--- src/rtl/rxs_pkg.sv ---
package rxs_pkg;
  localparam int unsigned FULL_POS = 5;
  localparam int unsigned OVR_POS  = 3;
  localparam int unsigned NSE_POS  = 2;

  localparam int unsigned ADR_STAT = 0;
  localparam int unsigned ADR_DATA = 1;
  localparam int unsigned ADR_CTRL = 2;

  // error flag indices, also the order of the flag vector
  localparam int unsigned ERR_OVR = 0;
  localparam int unsigned ERR_NSE = 1;
  localparam int unsigned N_ERR   = 2;
endpackage

--- src/rtl/rxs_decode.sv ---
module rxs_decode #(
  parameter int unsigned ADDR_W = 2
) (
  input  logic              bus_rd,
  input  logic              bus_wr,
  input  logic [ADDR_W-1:0] bus_addr,
  output logic              stat_rd,
  output logic              data_rd,
  output logic              ctrl_rd,
  output logic              ctrl_wr
);
  import rxs_pkg::*;

  logic hit_stat, hit_data, hit_ctrl;

  always_comb begin
    hit_stat = (bus_addr == ADDR_W'(ADR_STAT));
    hit_data = (bus_addr == ADDR_W'(ADR_DATA));
    hit_ctrl = (bus_addr == ADDR_W'(ADR_CTRL));
    stat_rd  = bus_rd & hit_stat;
    data_rd  = bus_rd & hit_data;
    ctrl_rd  = bus_rd & hit_ctrl;
    ctrl_wr  = bus_wr & hit_ctrl;
  end
endmodule

--- src/rtl/rxs_hold.sv ---
module rxs_hold #(
  parameter int unsigned DATA_W = 8
) (
  input  logic              clk,
  input  logic              rst_n,
  input  logic              rx_valid,
  input  logic [DATA_W-1:0] rx_byte,
  input  logic              data_rd,
  output logic [DATA_W-1:0] hold_byte,
  output logic              full,
  output logic              ovr_evt
);
  logic take;

  // a same-cycle data read frees the register for the incoming byte
  always_comb begin
    take    = rx_valid & (~full | data_rd);
    ovr_evt = rx_valid & full & ~data_rd;
  end

  always_ff @(posedge clk or negedge rst_n) begin
    if (!rst_n) begin
      hold_byte <= '0;
      full      <= 1'b0;
    end else begin
      if (take) hold_byte <= rx_byte;
      if (rx_valid)     full <= 1'b1;
      else if (data_rd) full <= 1'b0;
    end
  end

  p_full_after_char_r2: assert property (@(posedge clk) disable iff (!rst_n)
    rx_valid |=> full);

  p_drop_keeps_byte_r3: assert property (@(posedge clk) disable iff (!rst_n)
    (rx_valid && full && !data_rd) |=> $stable(hold_byte));

  p_read_empties_r6: assert property (@(posedge clk) disable iff (!rst_n)
    (data_rd && !rx_valid) |=> !full);
endmodule

--- src/rtl/rxs_errs.sv ---
module rxs_errs #(
  parameter int unsigned N_FLAG = 2
) (
  input  logic              clk,
  input  logic              rst_n,
  input  logic [N_FLAG-1:0] set_vec,
  input  logic              stat_rd,
  input  logic              data_rd,
  output logic [N_FLAG-1:0] flags
);
  logic [N_FLAG-1:0] snap;

  for (genvar g = 0; g < N_FLAG; g++) begin : g_flag
    always_ff @(posedge clk or negedge rst_n) begin
      if (!rst_n) begin
        flags[g] <= 1'b0;
        snap[g]  <= 1'b0;
      end else begin
        // set wins over a clear in the same cycle
        if (set_vec[g])                flags[g] <= 1'b1;
        else if (data_rd && snap[g])   flags[g] <= 1'b0;
        if (stat_rd)      snap[g] <= flags[g];
        else if (data_rd) snap[g] <= 1'b0;
      end
    end

    p_clear_needs_snap_r5: assert property (@(posedge clk) disable iff (!rst_n)
      (flags[g] && !(data_rd && snap[g])) |=> flags[g]);

    p_set_wins_r9: assert property (@(posedge clk) disable iff (!rst_n)
      set_vec[g] |=> flags[g]);
  end
endmodule

--- src/rtl/rxs_regs.sv ---
module rxs_regs #(
  parameter int unsigned DATA_W = 8
) (
  input  logic              clk,
  input  logic              rst_n,
  input  logic              stat_rd,
  input  logic              data_rd,
  input  logic              ctrl_rd,
  input  logic              ctrl_wr,
  input  logic [DATA_W-1:0] bus_wdata,
  input  logic              full,
  input  logic              ovr,
  input  logic              nse,
  input  logic [DATA_W-1:0] hold_byte,
  output logic              rd_valid,
  output logic [DATA_W-1:0] rd_data,
  output logic              err_irq
);
  import rxs_pkg::*;

  localparam logic [DATA_W-1:0] CTRL_MASK =
    (DATA_W'(1) << OVR_POS) | (DATA_W'(1) << NSE_POS);

  logic [DATA_W-1:0] ctrl_q;
  logic [DATA_W-1:0] stat_w;
  logic [DATA_W-1:0] rd_mux;

  always_comb begin
    stat_w           = '0;
    stat_w[FULL_POS] = full;
    stat_w[OVR_POS]  = ovr;
    stat_w[NSE_POS]  = nse;
    if (stat_rd)      rd_mux = stat_w;
    else if (data_rd) rd_mux = hold_byte;
    else if (ctrl_rd) rd_mux = ctrl_q;
    else              rd_mux = '0;
    err_irq = (ovr & ctrl_q[OVR_POS]) | (nse & ctrl_q[NSE_POS]);
  end

  always_ff @(posedge clk or negedge rst_n) begin
    if (!rst_n) begin
      ctrl_q   <= '0;
      rd_valid <= 1'b0;
      rd_data  <= '0;
    end else begin
      if (ctrl_wr) ctrl_q <= bus_wdata & CTRL_MASK;
      rd_valid <= stat_rd | data_rd | ctrl_rd;
      rd_data  <= rd_mux;
    end
  end

  p_irq_has_source_r8: assert property (@(posedge clk) disable iff (!rst_n)
    err_irq |-> (ovr || nse));

  p_read_latency_r4: assert property (@(posedge clk) disable iff (!rst_n)
    (stat_rd || data_rd || ctrl_rd) |=> rd_valid);
endmodule

--- src/rtl/rxs_status_unit.sv ---
module rxs_status_unit #(
  parameter int unsigned DATA_W = 8,
  parameter int unsigned ADDR_W = 2
) (
  input  logic              clk,
  input  logic              rst_n,
  input  logic              rx_valid,
  output logic              rx_ready,
  input  logic [DATA_W-1:0] rx_byte,
  input  logic              rx_noise,
  input  logic              bus_rd,
  input  logic              bus_wr,
  input  logic [ADDR_W-1:0] bus_addr,
  input  logic [DATA_W-1:0] bus_wdata,
  output logic              rd_valid,
  output logic [DATA_W-1:0] rd_data,
  output logic              err_irq
);
  import rxs_pkg::*;

  logic              stat_rd, data_rd, ctrl_rd, ctrl_wr;
  logic [DATA_W-1:0] hold_byte;
  logic              full, ovr_evt;
  logic [N_ERR-1:0]  err_set, err_flags;

  assign rx_ready = 1'b1;

  always_comb begin
    err_set          = '0;
    err_set[ERR_OVR] = ovr_evt;
    err_set[ERR_NSE] = rx_valid & rx_noise;
  end

  rxs_decode #(.ADDR_W(ADDR_W)) u_dec (
    .bus_rd(bus_rd), .bus_wr(bus_wr), .bus_addr(bus_addr),
    .stat_rd(stat_rd), .data_rd(data_rd), .ctrl_rd(ctrl_rd), .ctrl_wr(ctrl_wr)
  );

  rxs_hold #(.DATA_W(DATA_W)) u_hold (
    .clk(clk), .rst_n(rst_n), .rx_valid(rx_valid), .rx_byte(rx_byte),
    .data_rd(data_rd), .hold_byte(hold_byte), .full(full), .ovr_evt(ovr_evt)
  );

  rxs_errs #(.N_FLAG(N_ERR)) u_errs (
    .clk(clk), .rst_n(rst_n), .set_vec(err_set),
    .stat_rd(stat_rd), .data_rd(data_rd), .flags(err_flags)
  );

  rxs_regs #(.DATA_W(DATA_W)) u_regs (
    .clk(clk), .rst_n(rst_n), .stat_rd(stat_rd), .data_rd(data_rd),
    .ctrl_rd(ctrl_rd), .ctrl_wr(ctrl_wr), .bus_wdata(bus_wdata),
    .full(full), .ovr(err_flags[ERR_OVR]), .nse(err_flags[ERR_NSE]),
    .hold_byte(hold_byte), .rd_valid(rd_valid), .rd_data(rd_data),
    .err_irq(err_irq)
  );

  p_ready_high_r2: assert property (@(posedge clk) disable iff (!rst_n)
    rx_ready);
endmodule

--- config.mk ---
export PLATFORM = sky130hd
export DESIGN_NAME = rxs_status_unit
export DESIGN_NICKNAME = d
export VERILOG_FILES = /design/src/rtl/rxs_pkg.sv /design/src/rtl/rxs_decode.sv /design/src/rtl/rxs_hold.sv /design/src/rtl/rxs_errs.sv /design/src/rtl/rxs_regs.sv /design/src/rtl/rxs_status_unit.sv
export SDC_FILE = /design/constraint.sdc
export NUM_CORES = 1
export LEC_CHECK = 0
export BUFFER_PORTS_ARGS = -buffer_cell sky130_fd_sc_hd__buf_2
export CAP_MARGIN = 20
export CORE_UTILIZATION = 48
export CTS_CLUSTER_DIAMETER = 50
export DETAILED_ROUTE_END_ITERATION = 8
export PLACE_DENSITY = 0.77
export SYNTH_ARGS = -nofsm -noshare
export SYNTH_HDL_FRONTEND = slang
export SYNTH_HIERARCHICAL = 1
export SYNTH_SLANG_ARGS = --single-unit
--- constraint.sdc ---
create_clock -name clk -period 1.4 [get_ports clk]
set_input_delay 0.07 -clock clk [delete_from_list [all_inputs] [get_ports clk]]
set_output_delay 0.07 -clock clk [all_outputs]
set_load 0.02 [all_outputs]
### After elaboration in Yosys (flattened, before gate mapping)

Cells that the tools add are included.

| operators by class | value |
|---|---|
| bitwise gates (word level) | 16 |
| reductions and logical operators | 7 |
| eq/ne operators | 2 |
| mux-type cells | 11 |

Operators by type and width:

| cell | number |
|---|---|
| two-way mux 8 bit | 2 |
| bitwise AND 1 bit | 10 |
| two-way mux 1 bit | 8 |
| nonzero test 2 bit | 4 |
| two-way mux 4 bit | 1 |
| bitwise OR 1 bit | 4 |
| == test 2 x 1 -> 1 bit (second input constant) | 1 |
| == test 2 bit (second input constant) | 1 |
| logical AND 1 bit | 2 |
| logical NOT 2 bit | 1 |
| NOT 1 bit | 2 |

| word-level totals | value |
|---|---|
| word-level logic and storage cells | 45 |
| register bits | 24 |
| output and inout port bits | 11 |

### Longest topological paths before layout

| depth | value |
|---|---|
| depth in word-level cells | 5 |
| mapped depth | 4 |
| mapped depth without buffers | 4 |

### Hierarchy

Netlist, hierarchy kept.

By module, submodules not included:

| module | cells an instance | sequential area each (µm²) | instances | area each (µm²) |
|---|---|---|---|---|
| rxs_regs | 32 | 275.3 | 1 | 412.9 |
| rxs_hold | 22 | 225.2 | 1 | 381.6 |
| rxs_errs | 14 | 100.1 | 1 | 156.4 |
| rxs_decode | 4 | 0.0 | 1 | 33.8 |
| rxs_status_unit | 3 | 0.0 | 1 | 17.5 |

### Worst setup path before layout

No wires, ideal clock.

| timing path | value |
|---|---|
| path type | in2reg |
| start | input bus_addr[0] |
| end | register u_regs.rd_data[0] |
| buffers on the path | 0 |
| path slack | 0.159 ns |
| arrival | 1.122 ns |
| stages on the path | 3 |
| library setup time | 0.119 ns |
| cell sequence | nor3b_1 nor2b_2 and2_1 |

| on the way | value |
|---|---|
| cells in the longest elaborated chain, start to end | 4 |
| elaborated cells between the ends (all ways) | 6 |
| those cells by class | 1 x eq/ne; 2 x mux; 2 x bitwise; 1 x reduce/logical |

Ends and longest elaborated chain:

| item | line | text |
|---|---|---|
| start, declared | rxs_status_unit.sv:13 | `input logic [ADDR_W-1:0] bus_addr,` |
| == test 2 x 1 -> 1 bit | rxs_decode.sv:18 | `hit_data = (bus_addr == ADDR_W'(ADR_DATA));` |
| bitwise AND 1 bit | rxs_decode.sv:21 | `data_rd = bus_rd & hit_data;` |
| two-way mux 8 bit | rxs_regs.sv:34 | `else if (data_rd) rd_mux = hold_byte;` |
| two-way mux 8 bit * | rxs_regs.sv:33 | `if (stat_rd) rd_mux = stat_w;` |
| via u_regs.rd_mux[0] | rxs_regs.sv:26 | `logic [DATA_W-1:0] rd_mux;` |
| end signal, assigned | rxs_regs.sv:48 | `rd_data <= rd_mux;` |
| end, declared | rxs_regs.sv:16 | `output logic [DATA_W-1:0] rd_data,` |

The timed path passes the listed nets; every way through them passes the cells marked *.
A chain may end at the register's enable or synchronous reset.

### Worst setup path in the final report

| timing path | value |
|---|---|
| start | register u_errs.flags[0] |
| end | output err_irq |

| on the way | value |
|---|---|
| cells in the longest elaborated chain, start to end | 2 |

Ends and longest elaborated chain:

| item | line | text |
|---|---|---|
| start, declared | rxs_errs.sv:9 | `output logic [N_FLAG-1:0] flags` |
| start signal, assigned by index | rxs_errs.sv:16 | `flags[g] <= 1'b0;` |
| start signal, assigned by index | rxs_errs.sv:20 | `if (set_vec[g]) flags[g] <= 1'b1;` |
| start signal, assigned by index | rxs_errs.sv:21 | `else if (data_rd && snap[g]) flags[g] <= 1'b0;` |
| bitwise AND 1 bit | rxs_regs.sv:37 | `err_irq = (ovr & ctrl_q[OVR_POS]) \| (nse & ctrl_q[NSE_POS]);` |
| bitwise OR 1 bit | rxs_regs.sv:37 |  |
| end, declared | rxs_status_unit.sv:17 | `output logic err_irq` |

No other way between the ends.

==> results.md <==
* R2r setup slk at 0.33 ns
* Nets at roughly 140
* P_leak at 0.687 nW
* Remaining DRCs at 0
* Critical path peak fanout at 4
* Die Footprint at 0.00227 mm2
* Mapped Nets at between 90 and 100
* Non-filler cells, final at 145
* Total number of vias at 681
* Sequential Power Share at 52.3%
* Arrival time at the worst endpoint at 1.11 ns
* Detailed placer's ending HPWL at 1110 um
* Post-route setup TNS at 0 ns
* Vias per inst at 4.70
* Yosys warns at 6
* Pint at around 0.0013 W
* Worst-Skew Late Latency at about 0.3 ns
* Initial core utilization at 51.1%
* Clk sinks at 24
* Final worst-path cycle share at 84.3%
* # rows at 16
* Final hold slack at 0.0166 ns
* Drt pass-1 iters at 4
* Kind of critical path: reg2out
* Routability cong. at 0.717
* Peak supply drop at 0.000822 V
* F_max at around 0.85 GHz
* DRT iter0 DRCs at 4
* Share of post-route cells with drive strength above 1 at 39.8%
* Clock Power Share at 29.2%
* Post-Layout Inst Area at 0.00134 mm2
* Placement Cell Area at 0.00118 mm2
* Area grow syn2layout at 33.8%
* Outcome: complete, no violations
* Hold wc startpoint: rx_valid
* Pwr/cell area at 1210 mW/mm2
* Hold Fails Final Rpt at 0
* Die X at 47.7 um
* CTS clk-pin slew, worst paths at 0.12 ns
* Antenna violations before repair at 0
* Synth Area per Inst at 13.4 um2
* Die Span Y at 47.7 um
* Setup Fix Bufs, Post-CTS at 0
* Mapped cell area at 0.00100 mm2
* Synth unique cells at 24
* Ports at 35
* Largest net degree at the start of global routing at 25
* Minimum clock period at between 1 and 1.5 ns
* Port buffer count at 27
* Final setup vio count at 0
* Max-slew violations at 0
* Setup Skew at 0.00434 ns
* Root buffer cell: clkbuf_4
* H-Tree Depth at 1
* Congestion Overflow GR at 0
* ANT cells at 0
* Worst path required time at ~1.3 ns
* CTS Buffer Depth at 2
* CP Launch Point: u_errs/flags[0]
* Sequential area share after synthesis at 59.9%
* RSZ-0062 raised after global routing: no
* Core area at a little under 0.002 mm2
* Crit start category: flop
* TritonCTS clock tree: done
* Yosys reg bits at 24
* DRT Wirelength at 1540 um
* GRT met3 Usage at 3.77%
* Dpl cells at 130
* Worst r2r path cells at 3
* Post-route ant nets at 0
* Switch share at 22.2%
* Hold Path Stages at 3
* Gate Count Post-Synth at 75
* Most common cell after layout, fill and taps aside: buf_2
* HP Class: in2reg
* Worst setup EP type: output port
* Vias in the first global route at 534
* Worst R2R Start: u_hold/full
* Most frequent cells in the layout: 27 x buf_2, 24 x dfrtp_1, 11 x dlygate4sd3_1
* Met2 usage at 21.6%
* First-pass GRT wire length at 2240 um
* All-Layer GR Usage at 14.6%
* Gr busiest metal: met2
* CTS buffer count at 3
* M1 GR Usage at between 10% and 20%
* MaxCap Viol Count at 0
* P_sw at approximately 0.00036 W
* Wire per inst at 10.6 um
* Logic pwr share at 18.5%
==> layer usage <==
layer / up-vias / routed length (um)
li1: 339 / -
met1: 316 / 739
met2: 24 / 710
met3: 2 / 71
met4: 0 / 23
met5: - / 0
==> Yosys cell counts <==
| library cell | number | area [um2] |
|---|---|---|
| a21o_1 | 2 | 15.0 |
| a21oi_1 | 4 | 20.0 |
| a22o_1 | 1 | 8.76 |
| and2_1 | 6 | 37.5 |
| and3b_1 | 3 | 26.3 |
| buf_4 | 1 | 7.51 |
| conb_1 | 1 | 3.75 |
| dfrtp_1 | 24 | 601 |
| inv_1 | 1 | 3.75 |
| mux2_2 | 2 | 22.5 |
| mux2_4 | 8 | 120 |
| nand2_1 | 7 | 26.3 |
| nand2_4 | 1 | 11.3 |
| nand2b_1 | 2 | 12.5 |
| nand2b_4 | 1 | 13.8 |
| nand3b_1 | 2 | 15.0 |
| nor2_1 | 1 | 3.75 |
| nor2b_1 | 2 | 12.5 |
| nor2b_2 | 1 | 8.76 |
| nor3b_1 | 1 | 7.51 |
| o21ai_0 | 1 | 5.00 |
| o21ai_1 | 1 | 5.00 |
| o21ai_2 | 1 | 8.76 |
| or3_1 | 1 | 6.26 |
==> critical path, cell delays in order (launching register included) <==
cell and delay, ns:
dfrtp_1 0.43, a22o_1 0.23, buf_2 0.15
==> power groups by stage <==
| stage | registers, W | clock network, W | logic [W] |
|---|---|---|---|
| after floorplan | 0.000871 | 0 | 0.000177 |
| after global placement | 0.000859 | 0 | 0.000273 |
| after detailed placement | 0.000864 | 0 | 0.000279 |
| after CTS | 0.000850 | 0.000492 | 0.000305 |
| after global routing | 0.000862 | 0.000528 | 0.000329 |
| final | 0.000849 | 0.000473 | 0.000300 |
==> area by class of cell <==
type	instances	area, um2
tap	27	33.8
sequential	24	601
multi-input combinational	49	390
timing repair buffer	40	260
inverter	1	3.75
fill	155	621
clock inverter	1	30.0
clock buffer	3	22.5
==> final timing paths <==
path	endpoint
max	err_irq
max reg2reg	u_hold/hold_byte[2]
min reg2reg	u_regs/rd_data[0]
min in group asynchronous	u_hold/hold_byte[3]
min	u_hold/full
max in group asynchronous	u_regs/ctrl_q[3]
==> through the flow <==
step	utilization (%)	setup slack [ns]	total power, W
floorplan	-	0.159	0.00105
global placement	60.1	0.243	0.00113
detailed placement	60.1	0.240	0.00114
CTS	68.4	0.192	0.00165
global route	68.4	0.166	0.00172
finish	68.4	0.220	0.00162
==> logic make-up after synthesis <==
family | share of synthesized area (%)
compound gates | 6.24
mux | 14.2
flops | 59.9
simple gates | 18.1
buf+inv | 1.12
other cells | 0.374
==> registers in the layout, summed over array words and instances (netlist names) <==
| signal | count |
|---|---|
| u_errs/snap | 2 |
| u_errs/flags | 2 |
| u_regs/rd_valid | 1 |
| u_regs/ctrl_q | 2 |
| u_hold/full | 1 |
| u_regs/rd_data | 8 |
| u_hold/hold_byte | 8 |
==> timing repair <==
item                      CTS  global route
hold endpoints to repair   34             0
hold buffers               11             0
gates resized for setup     0             0
Power figures use the tool's default switching activity.
